[src/rtl/rtc_ms_pkg.sv]
package rtc_ms_pkg;
  localparam int ADDR_W = 8;

  localparam logic [ADDR_W-1:0] OFF_SEC    = 8'h08;
  localparam logic [ADDR_W-1:0] OFF_SHADOW = 8'h0C;
  localparam logic [ADDR_W-1:0] OFF_MS     = 8'h10;

  typedef enum logic [1:0] {
    SEL_NONE,
    SEL_SEC,
    SEL_SHADOW,
    SEL_MS
  } reg_sel_e;

  function automatic reg_sel_e decode_addr(logic [ADDR_W-1:0] addr);
    reg_sel_e sel;
    case (addr)
      OFF_SEC:    sel = SEL_SEC;
      OFF_SHADOW: sel = SEL_SHADOW;
      OFF_MS:     sel = SEL_MS;
      default:    sel = SEL_NONE;
    endcase
    return sel;
  endfunction
endpackage

[src/rtl/rtc_tick_gen.sv]
module rtc_tick_gen #(
  parameter int TICK_DIV = 32
) (
  input  logic clk_i,
  input  logic rst_ni,
  input  logic restart_i,
  output logic tick_o
);
  localparam int CNT_W = (TICK_DIV > 1) ? $clog2(TICK_DIV) : 1;
  localparam logic [CNT_W-1:0] CNT_LAST = CNT_W'(TICK_DIV - 1);

  logic [CNT_W-1:0] cnt_q;

  // TICK_DIV == 1 degenerates to a tick every cycle
  assign tick_o = (cnt_q == CNT_LAST);

  always_ff @(posedge clk_i or negedge rst_ni) begin
    if (!rst_ni)                  cnt_q <= '0;
    else if (restart_i || tick_o) cnt_q <= '0;
    else                          cnt_q <= cnt_q + 1'b1;
  end

  generate
    if (TICK_DIV > 1) begin : g_spacing_chk
      // ticks never come back to back; R6: a restart defers the next tick
      p_tick_spacing_r1: assert property (@(posedge clk_i) disable iff (!rst_ni)
        (tick_o || restart_i) |=> !tick_o)
        else $error("tick spacing violated");
    end
  endgenerate
endmodule

[src/rtl/rtc_ms_count.sv]
module rtc_ms_count #(
  parameter int MS_PER_SEC = 1000,
  localparam int MS_W = $clog2(MS_PER_SEC)
) (
  input  logic            clk_i,
  input  logic            rst_ni,
  input  logic            tick_i,
  input  logic            clr_i,
  output logic [MS_W-1:0] ms_o,
  output logic            carry_o
);
  localparam logic [MS_W-1:0] MS_LAST = MS_W'(MS_PER_SEC - 1);

  logic [MS_W-1:0] ms_q;

  assign carry_o = tick_i && (ms_q == MS_LAST);
  assign ms_o    = ms_q;

  always_ff @(posedge clk_i or negedge rst_ni) begin
    if (!rst_ni)      ms_q <= '0;
    else if (clr_i)   ms_q <= '0;
    else if (carry_o) ms_q <= '0;
    else if (tick_i)  ms_q <= ms_q + 1'b1;
  end

  p_ms_range_r1: assert property (@(posedge clk_i) disable iff (!rst_ni)
    ms_q <= MS_LAST)
    else $error("milliseconds out of range");

  p_ms_idle_r10: assert property (@(posedge clk_i) disable iff (!rst_ni)
    (!tick_i && !clr_i) |=> $stable(ms_q))
    else $error("milliseconds moved without a tick");

  p_ms_clear_r6: assert property (@(posedge clk_i) disable iff (!rst_ni)
    clr_i |=> (ms_q == '0))
    else $error("preload did not clear milliseconds");
endmodule

[src/rtl/rtc_sec_shadow.sv]
module rtc_sec_shadow #(
  parameter int DATA_W = 32
) (
  input  logic              clk_i,
  input  logic              rst_ni,
  input  logic              carry_i,
  input  logic              load_i,
  input  logic [DATA_W-1:0] load_val_i,
  input  logic              snap_i,
  output logic [DATA_W-1:0] sec_o,
  output logic [DATA_W-1:0] shadow_o
);
  logic [DATA_W-1:0] sec_q;
  logic [DATA_W-1:0] shadow_q;

  assign sec_o    = sec_q;
  assign shadow_o = shadow_q;

  always_ff @(posedge clk_i or negedge rst_ni) begin
    if (!rst_ni)      sec_q <= '0;
    else if (load_i)  sec_q <= load_val_i;
    else if (carry_i) sec_q <= sec_q + 1'b1;
  end

  // snapshot takes the pre-edge seconds, so it pairs with the pre-edge ms
  always_ff @(posedge clk_i or negedge rst_ni) begin
    if (!rst_ni)     shadow_q <= '0;
    else if (snap_i) shadow_q <= sec_q;
  end

  p_snap_r4: assert property (@(posedge clk_i) disable iff (!rst_ni)
    snap_i |=> (shadow_q == $past(sec_q)))
    else $error("shadow did not capture seconds");

  p_shadow_hold_r5: assert property (@(posedge clk_i) disable iff (!rst_ni)
    !snap_i |=> $stable(shadow_q))
    else $error("shadow changed without a snapshot");

  p_load_r6: assert property (@(posedge clk_i) disable iff (!rst_ni)
    load_i |=> (sec_q == $past(load_val_i)))
    else $error("seconds preload lost");
endmodule

[src/rtl/rtc_ms_shadow.sv]
module rtc_ms_shadow
  import rtc_ms_pkg::*;
#(
  parameter int TICK_DIV   = 32,
  parameter int MS_PER_SEC = 1000,
  parameter int DATA_W     = 32
) (
  input  logic              clk_i,
  input  logic              rst_ni,
  input  logic              req_i,
  input  logic              we_i,
  input  logic [ADDR_W-1:0] addr_i,
  input  logic [DATA_W-1:0] wdata_i,
  output logic [DATA_W-1:0] rdata_o
);
  localparam int MS_W = $clog2(MS_PER_SEC);
  localparam logic [MS_W-1:0] MS_LAST = MS_W'(MS_PER_SEC - 1);

  reg_sel_e          sel;
  logic              rd_en;
  logic              sec_load;
  logic              ms_snap;
  logic              tick;
  logic              carry;
  logic [MS_W-1:0]   ms_val;
  logic [DATA_W-1:0] sec_val;
  logic [DATA_W-1:0] shadow_val;
  logic [DATA_W-1:0] rdata_d;
  logic [DATA_W-1:0] rdata_q;

  assign sel      = decode_addr(addr_i);
  assign rd_en    = req_i && !we_i;
  assign sec_load = req_i && we_i && (sel == SEL_SEC);
  assign ms_snap  = rd_en && (sel == SEL_MS);

  rtc_tick_gen #(
    .TICK_DIV (TICK_DIV)
  ) u_tick (
    .clk_i     (clk_i),
    .rst_ni    (rst_ni),
    .restart_i (sec_load),
    .tick_o    (tick)
  );

  rtc_ms_count #(
    .MS_PER_SEC (MS_PER_SEC)
  ) u_ms (
    .clk_i   (clk_i),
    .rst_ni  (rst_ni),
    .tick_i  (tick),
    .clr_i   (sec_load),
    .ms_o    (ms_val),
    .carry_o (carry)
  );

  rtc_sec_shadow #(
    .DATA_W (DATA_W)
  ) u_sec (
    .clk_i      (clk_i),
    .rst_ni     (rst_ni),
    .carry_i    (carry),
    .load_i     (sec_load),
    .load_val_i (wdata_i),
    .snap_i     (ms_snap),
    .sec_o      (sec_val),
    .shadow_o   (shadow_val)
  );

  always_comb begin
    unique case (sel)
      SEL_SEC:    rdata_d = sec_val;
      SEL_SHADOW: rdata_d = shadow_val;
      SEL_MS:     rdata_d = DATA_W'(ms_val);
      default:    rdata_d = '0;
    endcase
  end

  always_ff @(posedge clk_i or negedge rst_ni) begin
    if (!rst_ni)    rdata_q <= '0;
    else if (rd_en) rdata_q <= rdata_d;
  end

  assign rdata_o = rdata_q;

  p_rollover_r2: assert property (@(posedge clk_i) disable iff (!rst_ni)
    (tick && (ms_val == MS_LAST) && !sec_load) |=>
      ((sec_val == $past(sec_val) + 1'b1) && (ms_val == '0)))
    else $error("rollover did not advance seconds");

  p_sec_wrap_r3: assert property (@(posedge clk_i) disable iff (!rst_ni)
    (tick && (ms_val == MS_LAST) && !sec_load && (&sec_val)) |=> (sec_val == '0))
    else $error("seconds did not wrap");

  p_unmapped_r8: assert property (@(posedge clk_i) disable iff (!rst_ni)
    (rd_en && (sel == SEL_NONE)) |=> (rdata_o == '0))
    else $error("unmapped read returned data");

  p_write_silent_r7: assert property (@(posedge clk_i) disable iff (!rst_ni)
    (req_i && we_i && (sel != SEL_SEC)) |=> $stable(shadow_val))
    else $error("ignored write touched shadow");
endmodule

[config.mk]
export PLATFORM = sky130hd
export DESIGN_NAME = rtc_ms_shadow
export DESIGN_NICKNAME = d
export VERILOG_FILES = /design/src/rtl/rtc_ms_pkg.sv /design/src/rtl/rtc_tick_gen.sv /design/src/rtl/rtc_ms_count.sv /design/src/rtl/rtc_sec_shadow.sv /design/src/rtl/rtc_ms_shadow.sv
export SDC_FILE = /design/constraint.sdc
export NUM_CORES = 1
export LEC_CHECK = 0
export ABC_CLOCK_PERIOD_IN_PS = 2900
export BUFFER_PORTS_ARGS = -buffer_cell sky130_fd_sc_hd__buf_4
export CAP_MARGIN = 20
export CORE_MARGIN = 4
export CORE_UTILIZATION = 35
export CTS_CLUSTER_DIAMETER = 50
export CTS_CLUSTER_SIZE = 24
export DETAILED_ROUTE_END_ITERATION = 10
export HOLD_SLACK_MARGIN = 0.05
export REMOVE_ABC_BUFFERS = 1
export SYNTH_ARGS = -nofsm -noshare
export SYNTH_HDL_FRONTEND = slang
export SYNTH_SLANG_ARGS = --single-unit
[constraint.sdc]
create_clock -name clk_i -period 2.9 [get_ports clk_i]
set_input_delay 0.29 -clock clk_i [delete_from_list [all_inputs] [get_ports clk_i]]
set_output_delay 0.29 -clock clk_i [all_outputs]
set_load 0.02 [all_outputs]
==> flow_summary.ini, run 1 <==
[synthesis]
yosys.area.top_type_share = 0.5115
yosys.area.top_type = dfrtp_1
netlist_instances = 524
synth_flop_cell = dfrtp_1
yosys_warnings = 0
syn-mean-instance-area_um2 = 10.36
synthArstFlopShare = 1.000
yosysSeqAreaShare = 0.5115
ys_ff_latch = 111
synth.distinct_cells = 39
synth_common_cells = dfrtp_1 (111), nand2_1 (52), nor2_1 (46), a21oi_1 (35), o21ai_0 (33)
yosysMostFrequentCell = dfrtp_1
synthTopCellsByArea = dfrtp_1 (51%), mux2_2 (6.6%), xnor2_1 (5.0%)
synth_area_um2 = 5430
synth_edf_count = 0

[sta]
fmax_ghz = 0.4064
tightestPinTransition_ns = 0.7289
min_period_over_period = 0.8486
maxSlewViolCount = 0
hold_violations = 0
fin_skew_ns = 0.009514
rsz0062_at_grt = no
timing.setup.tns_ns = 0
fin_ws_ns = 0.4392
relSlewSlack = 0.5141
report.final.setup_viol = 0
period_minus_slack_ns = 2.461

[detailed_routing]
vias = 4120
drc = 0
firstDrtPassIters = 5
detail-route-antenna-nets = 0
wire_per_inst_um = 16.65
wl_mm = 13.02
viasPerCell = 5.269
drtIter0Drc = 247

[critical_path]
crit_path_end_kind = flop
reg2reg_to = u_sec.sec_o[28]$_DFFE_PN0P_
crit_fanout = 12
reg2reg_depth = 8
slowest_stage = or4_4
r2r_slack_ns = 0.44
cpPeakStageDelay_ns = 0.69
crit_chain = ha_1 -> and3_1 -> ha_1 -> nand4bb_1 -> or4_4 -> nor4_1 -> xnor2_1 -> a21oi_1
reg2reg_from = u_tick.cnt_q[0]$_DFF_PN0_
critPathRequiredTime_ns = 3.12
start_kind = flop
critPathKind = flop to flop
cp.arrival_ns = 2.68
cp_common_cell = ha_1

[power]
power_uw = 3325
p_leak_uw = 0.002909
p_per_area_nw_per_um2 = 511.0
vdd_ir_drop_max_v = 0.0002905

[grt]
grt_pass1_wl_mm = 21.67
antenna_found_initial = 0
grt_overflow = 0
grt_max_degree = 57
grt_usage = 0.1534
grt_pass1_vias = 4126

[floorplan]
die_w_um = 132.6
core_area_um2 = 15200
fp.dieH_um = 132.6
die_area_um2 = 17570
start_util = 0.3572
io_pins = 76
placementRows = 45

[clock_network]
cts_root_buf = clkbuf_16
cts_made_buffers = 9
clock_path_buffers = 2
h-tree-depth = 3
cts_sinks = 111
cts_tree = yes
path_clk_slew_ns = 0.07
clkLatencyLatePin_ns = 0.36
cts_setup_buffers = 0

[placement]
placed_cell_area_um2 = 6207
dpl.cell_count = 766
gp_congestion = 0.8126
port_buffers = 75
dp_hpwl_mm = 9.021
place_ws_ns = 0.4305

[finish]
fin_cells = 782
finalInstanceArea_um2 = 6506
n_antenna_cell = 0
drive_gt1_frac = 0.2677
syn_to_final_growth_pct = 19.82
final_nets = 638

[status]
status = finished, final reports clean

[min_path]
hold_end = u_sec.sec_o[4]$_DFFE_PN0P_
min-delay-start = wdata_i[4]
worstHoldPathCells = 3
hp-class = input port to flop

[run]
max_cap_viol_count = 0
routing by layer:
metal | GRT usage | up-vias | part of all wire
li1 | - | 2003 | -
met1 | 0.1984 | 1995 | 0.45
met2 | 0.2479 | 105 | 0.48
met3 | 0.05133 | 17 | 0.065
met4 | 0.04099 | 0 | 0.012
met5 | 0 | - | 0
cell type report:
class | count | area [µm²]
Clock inverter | 5 | 60.06
Fill cell | 1493 | 8696
Timing Repair Buffer | 89 | 695.7
Sequential cell | 111 | 2778
Inverter | 9 | 33.78
Tap cell | 188 | 235.2
Clock buffer | 10 | 229.0
Multi-Input combinational cell | 370 | 2475
layout by cell type, fill, tap and decap left out, types with 3 or more instances in the layout:
cell type,netlist,final
and3_1,4,4
or4_4,3,3
nor4_2,4,3
o21ai_1,3,3
inv_1,9,9
nand2_1,52,52
nor4_1,5,5
nor2_1,46,46
buf_4,3,86
nor3_2,14,14
nand3_1,11,10
xnor2_1,31,31
mux2_2,32,32
a22o_1,7,7
and4_1,7,7
a22oi_1,32,32
nor3_1,6,6
clkbuf_16,0,9
dfrtp_1,111,111
o21ai_0,33,33
xor2_1,8,8
ha_1,4,4
nand4_1,14,14
a21oi_1,35,35
cells by family after synthesis:
group,Yosys count,synth area share
DFF,111,0.5115
muxes,34,0.07028
xor gates and xnor gates,39,0.06290
buffers and inverters,43,0.03571
and+or+nand+nor,180,0.1850
adders and majority gates,4,0.009217
AOI/OAI and AO/OA,113,0.1253
repair_timing:
action / CTS / global route
hold endpoints to repair: 55 / 0
hold buffers: 1 / 0
gates resized for setup: 0 / 0
worst max-delay path, delay by kind of cell, from the launching register on:
kind	cells	cell delay (ns)
AOI/OAI and AO/OA	1	0.09
xor gates and xnor gates	1	0.16
adders and majority gates	2	0.35
DFF	1	0.38
and+or+nand+nor	4	1.35
power breakdown:
| group | leakage [µW] | switching (µW) | internal [µW] |
|---|---|---|---|
| Sequential | 0.00136 | 95.1 | 1640 |
| Combinational | 0.00141 | 192 | 167 |
| Clock | 0.000139 | 566 | 667 |
state kept, by name, summed over array words and instances (netlist names):
register,count
u_ms.ms_o,10
rdata_o,32
u_sec.sec_o,32
u_sec.shadow_o,32
u_tick.cnt_q,5
how the worst max path moves through the flow:
| stage | slack [ns] | end | start | cells after the start |
|---|---|---|---|---|
| final | 0.44 | u_sec.sec_o[28]$_DFFE_PN0P_ | u_tick.cnt_q[0]$_DFF_PN0_ | 8 |
| after global routing | 0.27 | u_sec.sec_o[24]$_DFFE_PN0P_ | u_tick.cnt_q[0]$_DFF_PN0_ | 8 |
| after CTS | 0.43 | u_sec.sec_o[28]$_DFFE_PN0P_ | u_tick.cnt_q[0]$_DFF_PN0_ | 8 |
| after detailed placement | 0.43 | u_sec.sec_o[28]$_DFFE_PN0P_ | u_tick.cnt_q[0]$_DFF_PN0_ | 8 |
| after global placement | 0.50 | u_sec.sec_o[28]$_DFFE_PN0P_ | u_tick.cnt_q[0]$_DFF_PN0_ | 8 |
| after floorplan | -0.58 | u_ms.ms_o[2]$_DFFE_PN0P_ | addr_i[7] | 5 |
stage by stage:
| step | hold WS [ns] | util |
|---|---|---|
| final | 0.1798 | 0.4280 |
| after global routing | 0.1895 | 0.4280 |
| after global placement | 0.3881 | 0.4083 |
| after floorplan | -0.005591 | - |
| after detailed placement | 0.3984 | 0.4083 |
| after CTS | 0.1692 | 0.4280 |
Note: power is estimated with default switching activity, not from simulation.
==> run 2: changes to the inputs <==
--- a/config.mk
+++ b/config.mk
@@ -5,7 +5,7 @@
 export SDC_FILE = /design/constraint.sdc
 export NUM_CORES = 1
 export LEC_CHECK = 0
-export ABC_CLOCK_PERIOD_IN_PS = 2900
+export ABC_CLOCK_PERIOD_IN_PS = 2600
 export BUFFER_PORTS_ARGS = -buffer_cell sky130_fd_sc_hd__buf_4
 export CAP_MARGIN = 20
 export CORE_MARGIN = 4
==> constraint.sdc (replaced) <==
create_clock -name clk_i -period 2.6 [get_ports clk_i]
set_input_delay 0.26 -clock clk_i [delete_from_list [all_inputs] [get_ports clk_i]]
set_output_delay 0.26 -clock clk_i [all_outputs]
set_load 0.02 [all_outputs]
==> run 2 against run 1 <==
  * Non-clock buffer count grew 3
  * Clock power is 4% higher
  * Largest cell class unchanged
  * Clock-buffer cell count increased by 1
  * Die area did not move
  * Worst hold slack got worse by 0.032 ns
  * Clock skew is 0.00094 ns lower
  * Worst setup slack lost 0.31 ns
  * Cell count is 0.51% higher
  * Utilization rose by 0.074 points
==> flow_summary.ini, run 2 (synthesized netlist as in run 1, its figures left out) <==
[clock_network]
clock_path_buffers = 2
cts_sinks = 111
cts_tree = yes
cts_made_buffers = 9
cts_setup_buffers = 0
path_clk_slew_ns = 0.07
h-tree-depth = 3
cts_root_buf = clkbuf_16
clkLatencyLatePin_ns = 0.35

[power]
vdd_ir_drop_max_v = 0.0003358
p_per_area_nw_per_um2 = 555.5
p_clk_frac = 0.353
p_sw_uw = 950.9
power_frac_seq = 0.534
internal-power_uw = 2669
power_frac_comb = 0.113
p_leak_uw = 0.002922
swShare = 0.2627

[floorplan]
io_pins = 76
start_util = 0.3572
die_area_um2 = 17570
placementRows = 45
die_w_um = 132.6
fp.dieH_um = 132.6
core_area_um2 = 15200

[critical_path]
cp.arrival_ns = 2.68
start_kind = flop
reg2reg_depth = 9
critPathKind = flop to flop
crit_path_end_kind = flop
critPathRequiredTime_ns = 2.81
reg2reg_to = u_sec.sec_o[22]$_DFFE_PN0P_
reg2reg_from = u_tick.cnt_q[0]$_DFF_PN0_
crit_fanout = 9
r2r_slack_ns = 0.13

[placement]
dpl.cell_count = 769
placed_cell_area_um2 = 6230
gp_congestion = 0.8498
port_buffers = 75
dp_hpwl_mm = 9.133

[sta]
timing.setup.tns_ns = 0
min_period_over_period = 0.9502
hold_violations = 0
whs_ns = 0.1482
fmax_ghz = 0.4048
fin_skew_ns = 0.008571
tightestPinTransition_ns = 0.5984
report.final.setup_viol = 0
maxSlewViolCount = 0
relSlewSlack = 0.6011
rsz0062_at_grt = no
period_minus_slack_ns = 2.471

[detailed_routing]
drtIter0Drc = 365
wl_mm = 13.08
vias = 4178
viasPerCell = 5.316
firstDrtPassIters = 4
drc = 0
wire_per_inst_um = 16.64
detail-route-antenna-nets = 0

[grt]
grt_overflow = 0
grt_usage = 0.1527
grt_pass1_vias = 4345
grt_pass1_wl_mm = 22.07
grt_max_degree = 112
antenna_found_initial = 0

[finish]
finalInstanceArea_um2 = 6518
seqCellArea_um2 = 2778
syn_to_final_growth_pct = 20.02
mostFrequentLayoutCells = dfrtp_1 (111), buf_4 (89), nand2_1 (52)
final_nets = 641
multi_input_area_um2 = 2487
n_fill_cell = 1499
drive_gt1_frac = 0.2742
fin_cells = 786
n_antenna_cell = 0
layout_commonest_cell = dfrtp_1

[min_path]
hold_end = u_sec.sec_o[4]$_DFFE_PN0P_
worstHoldPathCells = 3
min-delay-start = wdata_i[4]
hp-class = input port to flop

[status]
status = finished, final reports clean

[run]
max_cap_viol_count = 0
-- run 2: cell count changes in the layout (fill, tap and decap cells not counted), moves of 2 or more --
cell      previous run  this run
buf_4               86        89
inv_6                0         2
clkinv_2             1         3
nor4_2               3         5
clkinv_4             2         0
nor4_1               5         3
-- run 2: stage by stage --
stage          worst slack (ns)  utilization  power [µW]
2_1_floorplan           -0.8505            -        2177
3_3_place_gp             0.2319       0.4098        2352
3_5_place_dp             0.1262       0.4098        2377
4_1_cts                  0.1202       0.4279        3669
5_1_grt                0.005804       0.4287        3814
6_report                 0.1295       0.4287        3620
-- run 2: metal layers --
metal | share of wire | up-vias | track usage
met4 | 0.0084 | 0 | 0.02771
met3 | 0.054 | 12 | 0.04259
met5 | 0 | - | 0
li1 | - | 2010 | -
met1 | 0.45 | 2059 | 0.2010
met2 | 0.49 | 97 | 0.2552
-- run 2: worst max-delay path by stage --
stage | startpoint | endpoint | slack (ns)
final | u_tick.cnt_q[0]$_DFF_PN0_ | u_sec.sec_o[22]$_DFFE_PN0P_ | 0.13
after global routing | u_tick.cnt_q[0]$_DFF_PN0_ | u_sec.sec_o[22]$_DFFE_PN0P_ | 0.006
after CTS | u_tick.cnt_q[0]$_DFF_PN0_ | u_sec.sec_o[15]$_DFFE_PN0P_ | 0.12
after detailed placement | u_tick.cnt_q[0]$_DFF_PN0_ | u_sec.sec_o[15]$_DFFE_PN0P_ | 0.13
after global placement | u_tick.cnt_q[0]$_DFF_PN0_ | u_sec.sec_o[28]$_DFFE_PN0P_ | 0.23
after floorplan | addr_i[7] | u_ms.ms_o[2]$_DFFE_PN0P_ | -0.85
-- run 2: cell type report --
class	count	share of cell area
well taps	188	0.03609
clock buffers	11	0.03571
clock inverters	5	0.004991
multi-input cells	370	0.3816
inverters	9	0.005183
flip-flops and latches	111	0.4262
repair buffers	92	0.1102
-- run 2: power by group through the flow --
| stage | combinational [µW] | clock [µW] | sequential [µW] |
|---|---|---|---|
| finish | 409 | 1280 | 1930 |
| global route | 468 | 1390 | 1950 |
| CTS | 414 | 1320 | 1930 |
| detailed placement | 410 | 0 | 1970 |
| global placement | 396 | 0 | 1960 |
| floorplan | 240 | 0 | 1940 |
-- run 2: worst max-delay path, cell delays in order, from the launching register on --
cell and delay, ns:
dfrtp_1 0.39, ha_1 0.20, and3_1 0.17, ha_1 0.16, nand4bb_1 0.14, or4_4 0.66, buf_4 0.20, nor3_2 0.19
xnor2_1 0.13, a21oi_1 0.08
-- run 2: what timing repair did --
action,in CTS,in global routing
gates resized for setup,0,2
hold endpoints to repair,111,0
hold buffers,1,0
endpoints found under the setup margin,0,2
==> run 3: changes to the inputs <==
--- a/config.mk
+++ b/config.mk
@@ -14,7 +14,9 @@
 export CTS_CLUSTER_SIZE = 24
 export DETAILED_ROUTE_END_ITERATION = 10
 export HOLD_SLACK_MARGIN = 0.05
+export RECOVER_POWER = 25
 export REMOVE_ABC_BUFFERS = 1
+export SKIP_CTS_REPAIR_TIMING = 1
 export SYNTH_ARGS = -nofsm -noshare
 export SYNTH_HDL_FRONTEND = slang
 export SYNTH_SLANG_ARGS = --single-unit
==> constraint.sdc (replaced) <==
create_clock -name clk_i -period 2.6 [get_ports clk_i]
set_input_delay 0.65 -clock clk_i [delete_from_list [all_inputs] [get_ports clk_i]]
set_output_delay 0.65 -clock clk_i [all_outputs]
set_load 0.02 [all_outputs]
==> run 3 against run 2 <==
  * First-iteration DRC count fell by 15%
  * Sequential share of layout area fell by 0.14 points
  * Global-route usage rose by 0.49 points
  * Via count fell by 0.79%
  * Sequential power barely moved
  * Clock power rose by 7%
  * Maximum frequency rose by 2.2%
  * Clock skew fell by 0.00053 ns
  * Critical path type unchanged
  * Critical endpoint unchanged
==> flow_summary.ini, run 3 (synthesized netlist as in run 1, its figures left out) <==
[status]
status = finished, final reports clean

[sta]
fin_skew_ns = 0.008041
tightestPinTransition_ns = 1.123
maxSlewViolCount = 0
period_minus_slack_ns = 2.418
timing.setup.tns_ns = 0
fmax_ghz = 0.4136
report.final.setup_viol = 0
min_period_over_period = 0.9300
hold_violations = 0
relSlewSlack = 0.2516
rsz0062_at_grt = no

[power]
power_frac_comb = 0.107
internal-power_uw = 2795
p_per_area_nw_per_um2 = 566.0
swShare = 0.2448
power_frac_seq = 0.522
p_leak_uw = 0.002932
p_clk_frac = 0.371
vdd_ir_drop_max_v = 0.0003267
p_sw_uw = 906.0

[grt]
antenna_found_initial = 0
grt_usage = 0.1576
grt_max_degree = 55
grt_overflow = 0
grt_pass1_vias = 4338
grt_pass1_wl_mm = 22.21

[finish]
drive_gt1_frac = 0.2718
finalInstanceArea_um2 = 6539
final_nets = 642
syn_to_final_growth_pct = 20.41
n_antenna_cell = 0
mostFrequentLayoutCells = dfrtp_1 (111), buf_4 (88), nand2_1 (52)
layout_commonest_cell = dfrtp_1

[detailed_routing]
vias = 4145
viasPerCell = 5.287
drtIter0Drc = 310
wl_mm = 13.36
firstDrtPassIters = 5
wire_per_inst_um = 17.04
drc = 0
detail-route-antenna-nets = 0

[placement]
gp_congestion = 0.8135
port_buffers = 75
dp_hpwl_mm = 9.350
placed_cell_area_um2 = 6270

[clock_network]
cts_root_buf = clkbuf_16
cts_tree = yes
cts_made_buffers = 9
path_clk_slew_ns = 0.07
h-tree-depth = 3
cts_sinks = 111
clkLatencyLatePin_ns = 0.35
clock_path_buffers = 2

[min_path]
hp-class = input port to asynchronous set/reset pin

[critical_path]
crit_fanout = 6
crit_path_end_kind = flop
critPathKind = flop to flop
critPathRequiredTime_ns = 2.83
cp.arrival_ns = 2.65
start_kind = flop

[floorplan]
start_util = 0.3572
io_pins = 76
die_w_um = 132.6
die_area_um2 = 17570
core_area_um2 = 15200
placementRows = 45
fp.dieH_um = 132.6

[run]
max_cap_viol_count = 0
run 3: changes by cell type in the layout (fill, tap and decap cells not counted), sizes merged:
cell	before	now
clkinv	3	0
clkbuf	11	13
inv	11	9
buf	91	92
bufinv	0	1
dlygate4sd3	1	0
run 3: layout make-up:
type | instances | area [µm²]
clock buffers | 12 | 256.5
clock inverters | 1 | 30.03
fillers | 1474 | 8663
inverters | 9 | 33.78
multi-input cells | 370 | 2475
flip-flops and latches | 111 | 2778
well taps | 188 | 235.2
repair buffers | 93 | 730.7
run 3: worst max-delay path, cell delays in order, from the launching register on:
cell and delay, ns:
dfrtp_1 0.37, ha_1 0.18, and3_1 0.17, ha_1 0.19, nand4bb_1 0.15, or4_4 0.63
buf_4 0.19, nor3_2 0.18, xnor2_1 0.14, a21oi_1 0.09
run 3: metal layers:
layer,track usage,vias up,part of all wire
li1,-,1993,-
met1,0.2035,2034,0.45
met2,0.2555,109,0.47
met3,0.04601,9,0.062
met4,0.05081,0,0.010
met5,0,-,0
run 3: power groups by stage:
| stage | clock, µW | combinational, µW | sequential [µW] |
|---|---|---|---|
| finish | 1370 | 397 | 1930 |
| global route | 1480 | 454 | 1950 |
| CTS | 1410 | 407 | 1930 |
| detailed placement | 0 | 405 | 1960 |
| global placement | 0 | 394 | 1960 |
| floorplan | 0 | 240 | 1940 |
run 3: final timing paths:
| path | cells past startpoint | slack, ns | end | startpoint |
|---|---|---|---|---|
| max | 9 | 0.18 | u_sec.sec_o[22]$_DFFE_PN0P_ | u_tick.cnt_q[0]$_DFF_PN0_ |
| min | 1 | 0.46 | rdata_o[20]$_DFFE_PN0P_ | rst_ni |
| max reg2reg | 9 | 0.18 | u_sec.sec_o[22]$_DFFE_PN0P_ | u_tick.cnt_q[0]$_DFF_PN0_ |
| min reg2reg | 1 | 0.47 | u_tick.cnt_q[0]$_DFF_PN0_ | u_tick.cnt_q[0]$_DFF_PN0_ |
| max in group asynchronous | 2 | 0.46 | u_sec.sec_o[4]$_DFFE_PN0P_ | rst_ni |
| min in group clk_i | 1 | 0.47 | u_tick.cnt_q[0]$_DFF_PN0_ | u_tick.cnt_q[0]$_DFF_PN0_ |
run 3: stage by stage:
step           setup WS, ns    util  instances  hold WS (ns)  total power, µW
2_1_floorplan        -1.241       -        490        0.3544             2177
3_3_place_gp         0.1138  0.4124        771        0.4498             2350
3_5_place_dp        0.06005  0.4124        771        0.4690             2369
4_1_cts              0.1285  0.4313        784        0.2958             3745
5_1_grt             0.01099  0.4301        784        0.5061             3880
6_report             0.1820  0.4301        784        0.4631             3701
